<file path="config.mk">
export PLATFORM = sky130hd
export DESIGN_NAME = evt_timer
export DESIGN_NICKNAME = d
export VERILOG_FILES = /design/src/rtl/evt_pkg.sv /design/src/rtl/evt_counter.sv /design/src/rtl/evt_channel.sv /design/src/rtl/evt_irq_route.sv /design/src/rtl/evt_regif.sv /design/src/rtl/evt_timer.sv
export SDC_FILE = /design/constraint.sdc
export NUM_CORES = 1
export LEC_CHECK = 0
export CAP_MARGIN = 0
export CELL_PAD_IN_SITES_DETAIL_PLACEMENT = 0
export CELL_PAD_IN_SITES_GLOBAL_PLACEMENT = 1
export CORE_ASPECT_RATIO = 0.6
export CORE_UTILIZATION = 44
export CTS_BUF_LIST = sky130_fd_sc_hd__clkbuf_2
export DETAILED_ROUTE_END_ITERATION = 16
export PLACE_DENSITY = 0.78
export RECOVER_POWER = 25
export SLEW_MARGIN = 25
export SYNTH_ARGS = -nofsm -noshare
export SYNTH_HDL_FRONTEND = slang
export SYNTH_SLANG_ARGS = --single-unit
</file>
<file path="constraint.sdc">
create_clock -name clk -period 3.2 [get_ports clk]
set_input_delay 0.8 -clock clk [delete_from_list [all_inputs] [get_ports clk]]
set_output_delay 0.8 -clock clk [all_outputs]
set_load 0.1 [all_outputs]
</file>
<file path="src/rtl/evt_pkg.sv">
`timescale 1ns/1ps
package evt_pkg;
   localparam int ADDR_W = 12;
   localparam int DATA_W = 32;

   localparam logic [11:0] A_CAP    = 12'h000;
   localparam logic [11:0] A_PERIOD = 12'h004;
   localparam logic [11:0] A_GCFG   = 12'h010;
   localparam logic [11:0] A_STATUS = 12'h020;
   localparam logic [11:0] A_CNT_LO = 12'h0F0;
   localparam logic [11:0] A_CNT_HI = 12'h0F4;

   localparam int CH_BASE    = 256;
   localparam int CH_STRIDE  = 32;
   localparam int CH_CFG_OFS = 0;
   localparam int CH_CMP_OFS = 8;

   // global configuration bits
   localparam int G_RUN = 0;
   localparam int G_LEG = 1;

   // channel configuration bits
   localparam int C_INTEN     = 2;
   localparam int C_PER       = 3;
   localparam int C_PCAP      = 4;
   localparam int C_F32       = 5;
   localparam int C_VSET      = 6;
   localparam int C_ROUTE_LSB = 9;
   localparam int ROUTE_W     = 5;

   // capability bits
   localparam int CAP_NCH_LSB = 8;
   localparam int CAP_W64     = 13;
   localparam int CAP_LEG     = 15;

   localparam logic [31:0] MIN_PERIOD_FS = 32'd100_000;
   localparam logic [31:0] MAX_PERIOD_FS = 32'd100_000_000;

   typedef enum logic [1:0] {
      VS_IDLE     = 2'd0,
      VS_WANT_CMP = 2'd1,
      VS_WANT_PER = 2'd2
   } vset_e;

   function automatic logic [11:0] ch_cfg_addr(input int n);
      return 12'(CH_BASE + CH_STRIDE * n + CH_CFG_OFS);
   endfunction

   function automatic logic [11:0] ch_cmp_addr(input int n);
      return 12'(CH_BASE + CH_STRIDE * n + CH_CMP_OFS);
   endfunction
endpackage

</file>
<file path="src/rtl/evt_counter.sv">
`timescale 1ns/1ps
module evt_counter #(
   parameter int CNT_W = 64
) (
   input  logic             clk,
   input  logic             rst_n,
   input  logic             run,
   input  logic             wr_lo,
   input  logic             wr_hi,
   input  logic [31:0]      wdata,
   output logic [CNT_W-1:0] cnt
);
   localparam int HI_W = CNT_W - 32;

   logic [CNT_W-1:0] cnt_r;

   always_ff @(posedge clk or negedge rst_n) begin
      if (!rst_n) begin
         cnt_r <= '0;
      end else if (run) begin
         cnt_r <= cnt_r + 1'b1;
      end else if (wr_lo) begin
         cnt_r[31:0] <= wdata;
      end else if (wr_hi) begin
         cnt_r[CNT_W-1:32] <= wdata[HI_W-1:0];
      end
   end

   assign cnt = cnt_r;
endmodule

</file>
<file path="src/rtl/evt_channel.sv">
`timescale 1ns/1ps
module evt_channel
   import evt_pkg::*;
#(
   parameter bit                 PERIODIC_OK = 1'b1,
   parameter logic [ROUTE_W-1:0] ROUTE       = '0
) (
   input  logic        clk,
   input  logic        rst_n,
   input  logic        run,
   input  logic        cfg_we,
   input  logic        cmp_we,
   input  logic [31:0] wdata,
   input  logic [31:0] cnt_lo,
   output logic [31:0] cfg_rd,
   output logic [31:0] cmp_rd,
   output logic        match,
   output logic        int_en
);
   logic        int_en_q;
   logic        per_q;
   vset_e       vs_q;
   logic [31:0] cmp_q;
   logic [31:0] period_q;

   assign match = run && (cnt_lo == cmp_q);

   always_ff @(posedge clk or negedge rst_n) begin
      if (!rst_n) begin
         int_en_q <= 1'b0;
         per_q    <= 1'b0;
         vs_q     <= VS_IDLE;
      end else if (cfg_we) begin
         int_en_q <= wdata[C_INTEN];
         per_q    <= PERIODIC_OK ? wdata[C_PER] : 1'b0;
         if (PERIODIC_OK && wdata[C_VSET]) begin
            vs_q <= VS_WANT_CMP;
         end
      end else if (cmp_we && vs_q == VS_WANT_CMP) begin
         vs_q <= VS_WANT_PER;
      end else if (cmp_we && vs_q == VS_WANT_PER) begin
         vs_q <= VS_IDLE;
      end
   end

   always_ff @(posedge clk or negedge rst_n) begin
      if (!rst_n) begin
         cmp_q    <= '0;
         period_q <= '0;
      end else if (cmp_we) begin
         if (vs_q == VS_WANT_PER) begin
            period_q <= wdata;
         end else begin
            cmp_q <= wdata;
         end
      end else if (match && per_q) begin
         cmp_q <= cmp_q + period_q;
      end
   end

   always_comb begin
      cfg_rd                                = '0;
      cfg_rd[C_INTEN]                       = int_en_q;
      cfg_rd[C_PER]                         = per_q;
      cfg_rd[C_PCAP]                        = PERIODIC_OK;
      cfg_rd[C_F32]                         = 1'b1;
      cfg_rd[C_VSET]                        = (vs_q != VS_IDLE);
      cfg_rd[C_ROUTE_LSB+ROUTE_W-1:C_ROUTE_LSB] = ROUTE;
   end

   assign cmp_rd = cmp_q;
   assign int_en = int_en_q;
endmodule

</file>
<file path="src/rtl/evt_irq_route.sv">
`timescale 1ns/1ps
module evt_irq_route #(
   parameter int NUM_CH = 3,
   parameter bit LEG_OK = 1'b1
) (
   input  logic [NUM_CH-1:0] status,
   input  logic [NUM_CH-1:0] int_en,
   input  logic              legacy,
   output logic [NUM_CH-1:0] irq_ch,
   output logic              irq_tmr,
   output logic              irq_rtc
);
   logic [NUM_CH-1:0] live;
   assign live = status & int_en;

   if (LEG_OK) begin : g_leg
      always_comb begin
         irq_ch  = live;
         irq_tmr = 1'b0;
         irq_rtc = 1'b0;
         if (legacy) begin
            irq_tmr     = live[0];
            irq_rtc     = live[1];
            irq_ch[1:0] = 2'b00;
         end
      end
   end else begin : g_plain
      assign irq_ch  = live;
      assign irq_tmr = 1'b0;
      assign irq_rtc = 1'b0;
   end
endmodule

</file>
<file path="src/rtl/evt_regif.sv">
`timescale 1ns/1ps
module evt_regif
   import evt_pkg::*;
#(
   parameter int NUM_CH = 3,
   parameter int CNT_W  = 64
) (
   input  logic                   clk,
   input  logic                   rst_n,
   input  logic                   wr_en,
   input  logic                   rd_en,
   input  logic [ADDR_W-1:0]      addr,
   input  logic [31:0]            cap_word,
   input  logic [31:0]            period_word,
   input  logic [31:0]            gcfg_word,
   input  logic [31:0]            status_word,
   input  logic [CNT_W-1:0]       cnt,
   input  logic [NUM_CH-1:0][31:0] ch_cfg_rd,
   input  logic [NUM_CH-1:0][31:0] ch_cmp_rd,
   output logic                   gcfg_we,
   output logic                   status_we,
   output logic                   cnt_lo_we,
   output logic                   cnt_hi_we,
   output logic [NUM_CH-1:0]      ch_cfg_we,
   output logic [NUM_CH-1:0]      ch_cmp_we,
   output logic [31:0]            rdata
);
   localparam int HI_W = CNT_W - 32;

   logic [31:0] rd_mux;
   logic [31:0] cnt_hi_word;

   always_comb begin
      cnt_hi_word           = '0;
      cnt_hi_word[HI_W-1:0] = cnt[CNT_W-1:32];
   end

   assign gcfg_we   = wr_en && (addr == A_GCFG);
   assign status_we = wr_en && (addr == A_STATUS);
   assign cnt_lo_we = wr_en && (addr == A_CNT_LO);
   assign cnt_hi_we = wr_en && (addr == A_CNT_HI);

   for (genvar n = 0; n < NUM_CH; n++) begin : g_dec
      assign ch_cfg_we[n] = wr_en && (addr == ch_cfg_addr(n));
      assign ch_cmp_we[n] = wr_en && (addr == ch_cmp_addr(n));
   end

   always_comb begin
      rd_mux = '0;
      case (addr)
         A_CAP:    rd_mux = cap_word;
         A_PERIOD: rd_mux = period_word;
         A_GCFG:   rd_mux = gcfg_word;
         A_STATUS: rd_mux = status_word;
         A_CNT_LO: rd_mux = cnt[31:0];
         A_CNT_HI: rd_mux = cnt_hi_word;
         default:  rd_mux = '0;
      endcase
      for (int n = 0; n < NUM_CH; n++) begin
         if (addr == ch_cfg_addr(n)) rd_mux = ch_cfg_rd[n];
         if (addr == ch_cmp_addr(n)) rd_mux = ch_cmp_rd[n];
      end
   end

   always_ff @(posedge clk or negedge rst_n) begin
      if (!rst_n) begin
         rdata <= '0;
      end else if (rd_en) begin
         rdata <= rd_mux;
      end
   end
endmodule

</file>
<file path="src/rtl/evt_timer.sv">
`timescale 1ns/1ps
module evt_timer
   import evt_pkg::*;
#(
   parameter int          NUM_CH        = 3,
   parameter int          CNT_W         = 64,
   parameter logic [31:0] PERIOD_FS     = 32'd41_666_667,
   parameter bit          LEG_OK        = 1'b1,
   parameter logic [31:0] PERIODIC_MASK = 32'hFFFF_FFFD,
   parameter int          ROUTE_BASE    = 20,
   parameter logic [7:0]  REV           = 8'h01
) (
   input  logic              clk,
   input  logic              rst_n,
   input  logic              wr_en,
   input  logic              rd_en,
   input  logic [11:0]       addr,
   input  logic [31:0]       wdata,
   output logic [31:0]       rdata,
   output logic [NUM_CH-1:0] irq_ch,
   output logic              irq_legacy_tmr,
   output logic              irq_legacy_rtc
);
   localparam logic [31:0] CAP_WORD = 32'(REV)
                                    | (32'(NUM_CH - 1) << CAP_NCH_LSB)
                                    | (32'(CNT_W == 64) << CAP_W64)
                                    | (32'(LEG_OK) << CAP_LEG);

   if (NUM_CH < 1 || NUM_CH > 32) begin : g_bad_nch
      $error("evt_timer: NUM_CH must lie in 1..32");
   end
   if (CNT_W <= 32 || CNT_W > 64) begin : g_bad_cntw
      $error("evt_timer: CNT_W must lie in 33..64");
   end
   if (PERIOD_FS < MIN_PERIOD_FS || PERIOD_FS > MAX_PERIOD_FS) begin : g_bad_period
      $error("evt_timer: PERIOD_FS outside the sane range");
   end
   if (LEG_OK && NUM_CH < 2) begin : g_bad_leg
      $error("evt_timer: legacy routing needs two channels");
   end
   if (ROUTE_BASE + NUM_CH > 32) begin : g_bad_route
      $error("evt_timer: route numbers exceed the route field");
   end

   logic              run_q;
   logic              legacy_q;
   logic [NUM_CH-1:0] status_q;
   logic [CNT_W-1:0]  cnt_q;
   logic [31:0]       gcfg_word;
   logic [31:0]       status_word;

   logic              gcfg_we, status_we, cnt_lo_we, cnt_hi_we;
   logic [NUM_CH-1:0] ch_cfg_we, ch_cmp_we;
   logic [NUM_CH-1:0][31:0] ch_cfg_rd, ch_cmp_rd;
   logic [NUM_CH-1:0] ch_match, ch_int_en;
   logic [NUM_CH-1:0] clr_bits;

   always_comb begin
      gcfg_word        = '0;
      gcfg_word[G_RUN] = run_q;
      gcfg_word[G_LEG] = legacy_q;
      status_word              = '0;
      status_word[NUM_CH-1:0]  = status_q;
   end

   always_ff @(posedge clk or negedge rst_n) begin
      if (!rst_n) begin
         run_q    <= 1'b0;
         legacy_q <= 1'b0;
      end else if (gcfg_we) begin
         run_q    <= wdata[G_RUN];
         legacy_q <= LEG_OK ? wdata[G_LEG] : 1'b0;
      end
   end

   assign clr_bits = status_we ? wdata[NUM_CH-1:0] : '0;

   always_ff @(posedge clk or negedge rst_n) begin
      if (!rst_n) begin
         status_q <= '0;
      end else begin
         status_q <= (status_q & ~clr_bits) | ch_match;
      end
   end

   evt_regif #(.NUM_CH(NUM_CH), .CNT_W(CNT_W)) u_regif (
      .clk         (clk),
      .rst_n       (rst_n),
      .wr_en       (wr_en),
      .rd_en       (rd_en),
      .addr        (addr),
      .cap_word    (CAP_WORD),
      .period_word (PERIOD_FS),
      .gcfg_word   (gcfg_word),
      .status_word (status_word),
      .cnt         (cnt_q),
      .ch_cfg_rd   (ch_cfg_rd),
      .ch_cmp_rd   (ch_cmp_rd),
      .gcfg_we     (gcfg_we),
      .status_we   (status_we),
      .cnt_lo_we   (cnt_lo_we),
      .cnt_hi_we   (cnt_hi_we),
      .ch_cfg_we   (ch_cfg_we),
      .ch_cmp_we   (ch_cmp_we),
      .rdata       (rdata)
   );

   evt_counter #(.CNT_W(CNT_W)) u_cnt (
      .clk   (clk),
      .rst_n (rst_n),
      .run   (run_q),
      .wr_lo (cnt_lo_we),
      .wr_hi (cnt_hi_we),
      .wdata (wdata),
      .cnt   (cnt_q)
   );

   for (genvar n = 0; n < NUM_CH; n++) begin : g_ch
      evt_channel #(
         .PERIODIC_OK (PERIODIC_MASK[n]),
         .ROUTE       (ROUTE_W'(ROUTE_BASE + n))
      ) u_ch (
         .clk    (clk),
         .rst_n  (rst_n),
         .run    (run_q),
         .cfg_we (ch_cfg_we[n]),
         .cmp_we (ch_cmp_we[n]),
         .wdata  (wdata),
         .cnt_lo (cnt_q[31:0]),
         .cfg_rd (ch_cfg_rd[n]),
         .cmp_rd (ch_cmp_rd[n]),
         .match  (ch_match[n]),
         .int_en (ch_int_en[n])
      );
   end

   evt_irq_route #(.NUM_CH(NUM_CH), .LEG_OK(LEG_OK)) u_route (
      .status  (status_q),
      .int_en  (ch_int_en),
      .legacy  (legacy_q),
      .irq_ch  (irq_ch),
      .irq_tmr (irq_legacy_tmr),
      .irq_rtc (irq_legacy_rtc)
   );
endmodule

</file>
Yosys cells after proc, flatten, opt, wreduce, memory -nomap -nowiden. Cells that the tools add are included.

Add/subtract/negate cells: 3. Bitwise logic cells: 5. Equal/unequal tests: 26. Reductions and logical operators: 41. Mux-type cells: 32.

Operators by type and width (count): 32-bit 2-to-1 mux (17); 32-bit one-hot mux with 6 select lines (1); 32-bit equality test (3); 12-bit by 9-bit equality test with 1-bit output, second input constant (6); 32-bit adder (2); 64-bit by 1-bit adder with 64-bit output, second input constant (1); 64-bit 2-to-1 mux (1); 12-bit by 8-bit equality test with 1-bit output, second input constant (2); 1-bit logical AND (21); 2-bit 2-to-1 mux (10); 2-bit AND reduction (9); 2-bit nonzero test (8); 12-bit by 3-bit equality test with 1-bit output, second input constant (1); 12-bit by 5-bit equality test with 1-bit output, second input constant (1); 12-bit by 6-bit equality test with 1-bit output, second input constant (1); 12-bit logical NOT (1); 2-bit inequality test, second input constant (6); 3-bit bitwise AND (2); 2-bit by 1-bit equality test with 1-bit output, second input constant (3); 2-bit equality test, second input constant (3); 3-bit nonzero test (2); 3-bit 2-to-1 mux (1); 3-bit NOT (1); 3-bit bitwise OR (1); other kinds (2) (3).

Bits in registers: 272.

Depth between registers and ports, before layout.
Depth in word-level cells: 8. Mapped depth: 13. Mapped depth without buffers: 13.

Cells and area by module. A second synthesis with hierarchy kept.

Cells, all modules: 2682. Area total of the unflattened synthesis: 21884.7 um^2.

By module, submodules not included: evt_channel (g_ch[0].u_ch ...) (cells an instance 611, seq. area each 1701.6 um^2, times used 2, area each 5078.6 um^2); evt_regif (cells an instance 788, seq. area each 800.8 um^2, times used 1, area each 5459.0 um^2); evt_counter (cells an instance 504, seq. area each 1601.5 um^2, times used 1, area each 4214.0 um^2); evt_channel (g_ch[1].u_ch) (cells an instance 148, seq. area each 825.8 um^2, times used 1, area each 1819.2 um^2); evt_timer (cells an instance 15, seq. area each 125.1 um^2, times used 1, area each 196.4 um^2); evt_irq_route (cells an instance 5, seq. area each 0.0 um^2, times used 1, area each 38.8 um^2).

Worst setup path after synthesis. No wires, ideal clock.

Kind: in2reg. From: input addr[1]. To: register g_ch[2].u_ch.cmp_q[29]. Stages: 10. Slack: -23 ps. Arrival time: 3099 ps. Data required time: 3075 ps. Library setup time: 125 ps. Path through: nor3_1 -> and2_1 -> nand3b_1 -> nor2_1 -> nand3_1 -> nor3b_2 -> a21o_1 -> clkbuf_1 -> buf_2 -> mux2_2.

Longest elaborated chain between the ends: 4.

Ends and longest elaborated chain: start, declared (RTL line evt_timer.sv:17) `input logic [11:0] addr,`; 12-bit by 9-bit equality test with 1-bit output (*) (RTL line evt_regif.sv:45) `assign ch_cmp_we[n] = wr_en && (addr == ch_cmp_addr(n));`; 1-bit logical AND (*) (RTL line evt_regif.sv:45); 2-bit inequality test (no line) or 2-bit nonzero test (tied branches); 2-bit AND reduction (no line); end signal, assigned (RTL line evt_channel.sv:54) `cmp_q <= wdata;`; end signal, assigned (RTL line evt_channel.sv:57) `cmp_q <= cmp_q + period_q;`; end, declared (RTL line evt_channel.sv:23) `logic [31:0] cmp_q;`.

Every way passes the cells marked *; elsewhere a longest branch is shown, timed or not. A chain may end at the register's enable or synchronous reset.

Worst setup path in the final report.
From: register g_ch[0].u_ch.cmp_q[1]. To: register g_ch[0].u_ch.cmp_q[25].

Longest elaborated chain between the ends: 5.

Ends and longest elaborated chain (RTL line): start, declared (evt_channel.sv:23); start signal, assigned (evt_channel.sv:54); start signal, assigned (evt_channel.sv:57); branches (longest 5 deep; another with 32-bit adder).

Several ways; the timed one is not identified. The select of a mux whose other input is x is not followed.

==> results.txt <==
----------------------------------------------------
[Outcome]
  Result of the run ... finished, violations left
  Violations in the final reports ... max-capacitance violations, max-slew violations

[Timing]
  RSZ-0062 raised after global routing ... yes
  Fin crit period ... 3114 ps
  Endpoints failing hold ... 0
  Final slew viol count ... 56
  Transition time at the pin with the least slew margin ... 1602 ps
  Share of the cycle needed by the critical path after routing ... 0.9732
  Peak clock frequency supported by timing ... 0.3211 GHz
  Setup total negative slack ... 0 ps
  Final setup violation count ... 0
  Max-slew headroom ... -0.06791
  Setup Skew ... 86.57 ps
  Hold Worst Slack ... 373.0 ps

[Place]
  Placer's final routability congestion estimate ... 0.9961
  Detail Placement HPWL ... 53.55 mm
  Count of port buffers added during placement ... 84

[Global route]
  GR Util All Layers ... 0.3458
  Maximum number of pins on one net before global-route repair ... 63
  Global-route wire length before repair ... 103.1 mm
  Number of antenna violations at the first check in global routing ... 4
  Vias in the first global route ... 15900
  Sum of overflow across all layers after global routing ... 0

[Yosys]
  Number of distinct standard cells referenced by the synthesized netlist ... 69
  Area fraction of the dominant cell type after synthesis ... 0.3843
  Post-Syn Instances ... 1906
  Yosys synthesis warning count ... 0
  Number of synthesized flops with an enable pin ... 0
  Multiplexer area fraction after synthesis ... 0.1017
  Post-synthesis instance area ... 17580 um^2
  Mean instance size in the synthesized netlist ... 9.224 um^2
  Cell accounting for the most synthesized area ... sky130_fd_sc_hd__dfrtp_1
  Synth top area cells ... sky130_fd_sc_hd__dfrtp_1, sky130_fd_sc_hd__mux2_2, sky130_fd_sc_hd__xor2_1
  Simple-gate area share of the yosys netlist ... 0.1470
  Main combinational cell family by area after synthesis ... compound AO/OA/AOI/OAI gates
  Post-Synthesis Net Count ... 2019
  Ys async rst share ... 1.000
  Sequential fraction of the synthesis area ... 0.3843
  Fraction of the mapped netlist area in adder cells ... 0.04711
  Top FF cell, synth ... sky130_fd_sc_hd__dfrtp_1
  Compound-gate portion of the synthesized area ... 0.1798
  Register bit count reported by yosys ... 270
  Xor/xnor share of the synthesized area ... 0.1041

[Die]
  Standard cell core area ... 39240 um^2
  Floorplan die height ... 156.8 um
  Chip width ... 260.1 um
  Die footprint ... 40790 um^2
  Count of standard-cell rows ... 56
  Starting Density ... 0.4481
  I/O pin total ... 85

[Worst hold path]
  Cell depth of the worst min-delay path ... 3
  Worst hold path class ... primary input to register

[Layout]
  Area of combinational cells with multiple inputs ... 10440 um^2
  Total Nets Final ... 2294
  Layout fillers ... 3648
  Fraction of layout instances using a drive strength above 1 ... 0.2506
  Post-Route Utilization ... 0.5447
  Synthesis-to-finish area growth ... 21.56%
  Area of all sequential standard cells ... 6766 um^2

[Setup path]
  Critical Path Start Type ... register
  CP Capture Type ... register
  CP Cell Sequence ... buf_4 > ha_1 > a21oi_1 > nand4b_1 > a21oi_2 > buf_4 > a21o_1 > a31oi_1 > nand2_1 > a31oi_1 > xnor2_1 > mux2i_1 > a21oi_1
  Setup CP Type ... register to register
  Crit path DAT ... 4030 ps
  Slowest stage cell on the critical path ... sky130_fd_sc_hd__dfrtp_2
  Largest driver fanout on the critical path ... 4
  Highest cell delay on the worst timing path ... 500 ps
  Number of cells traversed by the worst register-to-register path ... 13
  Worst path required time ... 4120 ps

[Route]
  Violation count after the first detailed-routing iteration ... 2138
  Via count of the routed design ... 16860
  DRC Markers ... 0
  Sum of routed wire length over all layers ... 70.41 mm
  Post-detailed-route count of antenna-violating nets ... 0
  Routed WL per cell ... 25.60 um
  Detailed-route vias per instance ... 6.131
  TritonRoute pass-1 iters ... 6

[Clock network]
  Clock latency reported for the late side of the worst-skew pair ... 1020 ps
  Clock slew at reported path FFs ... 130 ps
  Number of buffers on the longest clock path ... 3
  TritonCTS clock tree ... yes
  Number of sinks handled by clock tree synthesis ... 270
  Clock Tree Root ... sky130_fd_sc_hd__clkbuf_2
  Total number of H-tree levels ... 3
  CTS Buf Count ... 74

[Flow run]
  Max Cap Viol ... 1

[Power]
  Pwr/cell area ... 347.3 nW/um^2
  Leak ... 0.009969 uW
  Maximum VDD drop ... 0.1754 mV

----------------------------------------------------
==> area by class of cell <==
type,count,area share
clock buffers,110,0.02576
inverters,35,0.006147
clock inverters,12,0.004801
well taps,522,0.03056
repair buffers,325,0.1275
multi-input cells,1475,0.4886
flip-flops and latches,270,0.3166
diodes,1,0.0001171
==> power by group <==
| group | internal (uW) | switching, uW | leakage (uW) | total, uW |
|---|---|---|---|---|
| Sequential | 3520 | 143 | 0.00338 | 3660 |
| Clock | 1060 | 1600 | 0.000504 | 2650 |
| Combinational | 367 | 740 | 0.00609 | 1110 |
| Total | 4940 | 2480 | 0.00997 | 7420 |
==> metrics by stage <==
stage | cell area (um^2) | power, uW | setup WS (ps) | std cells
floorplan | 17590 | 4275 | 15.99 | 1906
global placement | 20480 | 4796 | -172.5 | 2618
detailed placement | 20480 | 4806 | -139.7 | 2618
CTS | 21190 | 7459 | 22.77 | 2743
global route | 21370 | 7718 | -89.11 | 2750
finish | 21370 | 7422 | 85.88 | 2750
==> metal layers <==
layer  vias up  share of wire  wire [um]  track usage
met2       919           0.38      26590       0.4491
met3       116           0.13       9462       0.1351
met1      8324           0.47      33000       0.5228
met4         0          0.019       1357      0.07937
met5         -              0          0            0
li1       7501              -          -            -
==> state kept, by name, indices dropped and copies added, names as in the netlist <==
| register | count |
|---|---|
| run_q | 1 |
| u_regif.rdata | 32 |
| g_ch.u_ch.per_q | 2 |
| g_ch.u_ch.int_en | 3 |
| status_q | 3 |
| g_ch.u_ch.period_q | 64 |
| g_ch.u_ch.cmp_rd | 96 |
| u_cnt.cnt | 64 |
| g_ch.u_ch.vs_q | 4 |
| legacy_q | 1 |
==> cells by family (layout without fill, tap and decap cells) <==
family,after synthesis,after routing
adders and majority gates,65,65
DFF,270,270
muxes,165,165
buffers and inverters,161,482
and+or+nand+nor,537,537
other,0,1
xor gates and xnor gates,209,209
AOI/OAI and AO/OA,499,499
==> synthesized netlist by cell type (3+ instances only) <==
| library cell | instances |
|---|---|
| sky130_fd_sc_hd__mux2i_1 | 56 |
| sky130_fd_sc_hd__o221ai_1 | 4 |
| sky130_fd_sc_hd__buf_1 | 9 |
| sky130_fd_sc_hd__dfrtp_1 | 270 |
| sky130_fd_sc_hd__a21o_1 | 29 |
| sky130_fd_sc_hd__ha_1 | 63 |
| sky130_fd_sc_hd__a31oi_1 | 41 |
| sky130_fd_sc_hd__nand4_1 | 27 |
| sky130_fd_sc_hd__nor4_1 | 21 |
| sky130_fd_sc_hd__o31ai_1 | 4 |
| sky130_fd_sc_hd__nor2b_1 | 11 |
| sky130_fd_sc_hd__o31a_1 | 6 |
| sky130_fd_sc_hd__xnor2_1 | 92 |
| sky130_fd_sc_hd__and4_1 | 3 |
| sky130_fd_sc_hd__o22ai_1 | 8 |
| sky130_fd_sc_hd__or4_1 | 4 |
| sky130_fd_sc_hd__a2111oi_0 | 4 |
| sky130_fd_sc_hd__nor3_1 | 20 |
| sky130_fd_sc_hd__nand3b_1 | 6 |
| sky130_fd_sc_hd__a221o_1 | 5 |
| sky130_fd_sc_hd__and3_1 | 57 |
| sky130_fd_sc_hd__or4b_2 | 3 |
| sky130_fd_sc_hd__clkbuf_1 | 106 |
| sky130_fd_sc_hd__xor2_1 | 117 |
| sky130_fd_sc_hd__o211ai_1 | 7 |
| sky130_fd_sc_hd__a21oi_1 | 123 |
| sky130_fd_sc_hd__a221oi_1 | 13 |
| sky130_fd_sc_hd__o21ai_0 | 140 |
| sky130_fd_sc_hd__and2_1 | 10 |
| sky130_fd_sc_hd__o21bai_1 | 8 |
| sky130_fd_sc_hd__nand2b_1 | 8 |
| sky130_fd_sc_hd__inv_1 | 35 |
| sky130_fd_sc_hd__nor2_1 | 128 |
| sky130_fd_sc_hd__buf_2 | 9 |
| sky130_fd_sc_hd__a22oi_1 | 21 |
| sky130_fd_sc_hd__a222oi_1 | 24 |
| sky130_fd_sc_hd__a211oi_1 | 33 |
| sky130_fd_sc_hd__nand2_1 | 188 |
| sky130_fd_sc_hd__o21a_1 | 14 |
| sky130_fd_sc_hd__nand3_1 | 34 |
| sky130_fd_sc_hd__mux2_2 | 109 |
==> layout by cell type (no fill, tap or decap), types with 27 or more instances in the layout <==
master and instances:
sky130_fd_sc_hd__clkdlybuf4s50_1 45, sky130_fd_sc_hd__a31oi_1 39, sky130_fd_sc_hd__nor2_1 124, sky130_fd_sc_hd__xor2_1 117, sky130_fd_sc_hd__a21oi_1 120, sky130_fd_sc_hd__o21ai_0 135
sky130_fd_sc_hd__nand4_1 27, sky130_fd_sc_hd__mux2_2 109, sky130_fd_sc_hd__clkbuf_2 112, sky130_fd_sc_hd__dfrtp_1 264, sky130_fd_sc_hd__a21o_1 28, sky130_fd_sc_hd__a211oi_1 32
sky130_fd_sc_hd__inv_1 34, sky130_fd_sc_hd__buf_4 257, sky130_fd_sc_hd__xnor2_1 90, sky130_fd_sc_hd__ha_1 58, sky130_fd_sc_hd__nand2_1 186, sky130_fd_sc_hd__nand3_1 33
sky130_fd_sc_hd__mux2i_1 56, sky130_fd_sc_hd__and3_1 57
==> worst paths after layout <==
check	slack [ps]	from	to
max	90	g_ch[0].u_ch.cmp_rd[1]$_DFFE_PN0P_	g_ch[0].u_ch.cmp_rd[25]$_DFFE_PN0P_
min	370	rd_en	u_regif.rdata[19]$_DFFE_PN0P_
max reg2reg	90	g_ch[0].u_ch.cmp_rd[1]$_DFFE_PN0P_	g_ch[0].u_ch.cmp_rd[25]$_DFFE_PN0P_
min reg2reg	520	g_ch[2].u_ch.period_q[9]$_DFFE_PN0P_	g_ch[2].u_ch.period_q[9]$_DFFE_PN0P_
max in group asynchronous	380	rst_n	g_ch[0].u_ch.vs_q[0]$_DFFE_PN0P_
min in group asynchronous	740	rst_n	status_q[0]$_DFF_PN0_
==> worst max-delay path: cells and delay by family (launching register included) <==
kind	cells	cell delay, ps
compound gates	6	1320
flops	1	500
simple gates	2	340
fa+ha+maj	1	270
xor+xnor	1	170
buf+inv	2	340
mux	1	120
==> what timing repair did <==
item,CTS,global route
hold endpoints to repair,50,0
pin swaps,3,8
gates resized for setup,9,43
hold buffers,1,0
setup endpoints to repair,13,36
setup buffers,2,6
Note: power is estimated with default switching activity, not from simulation.
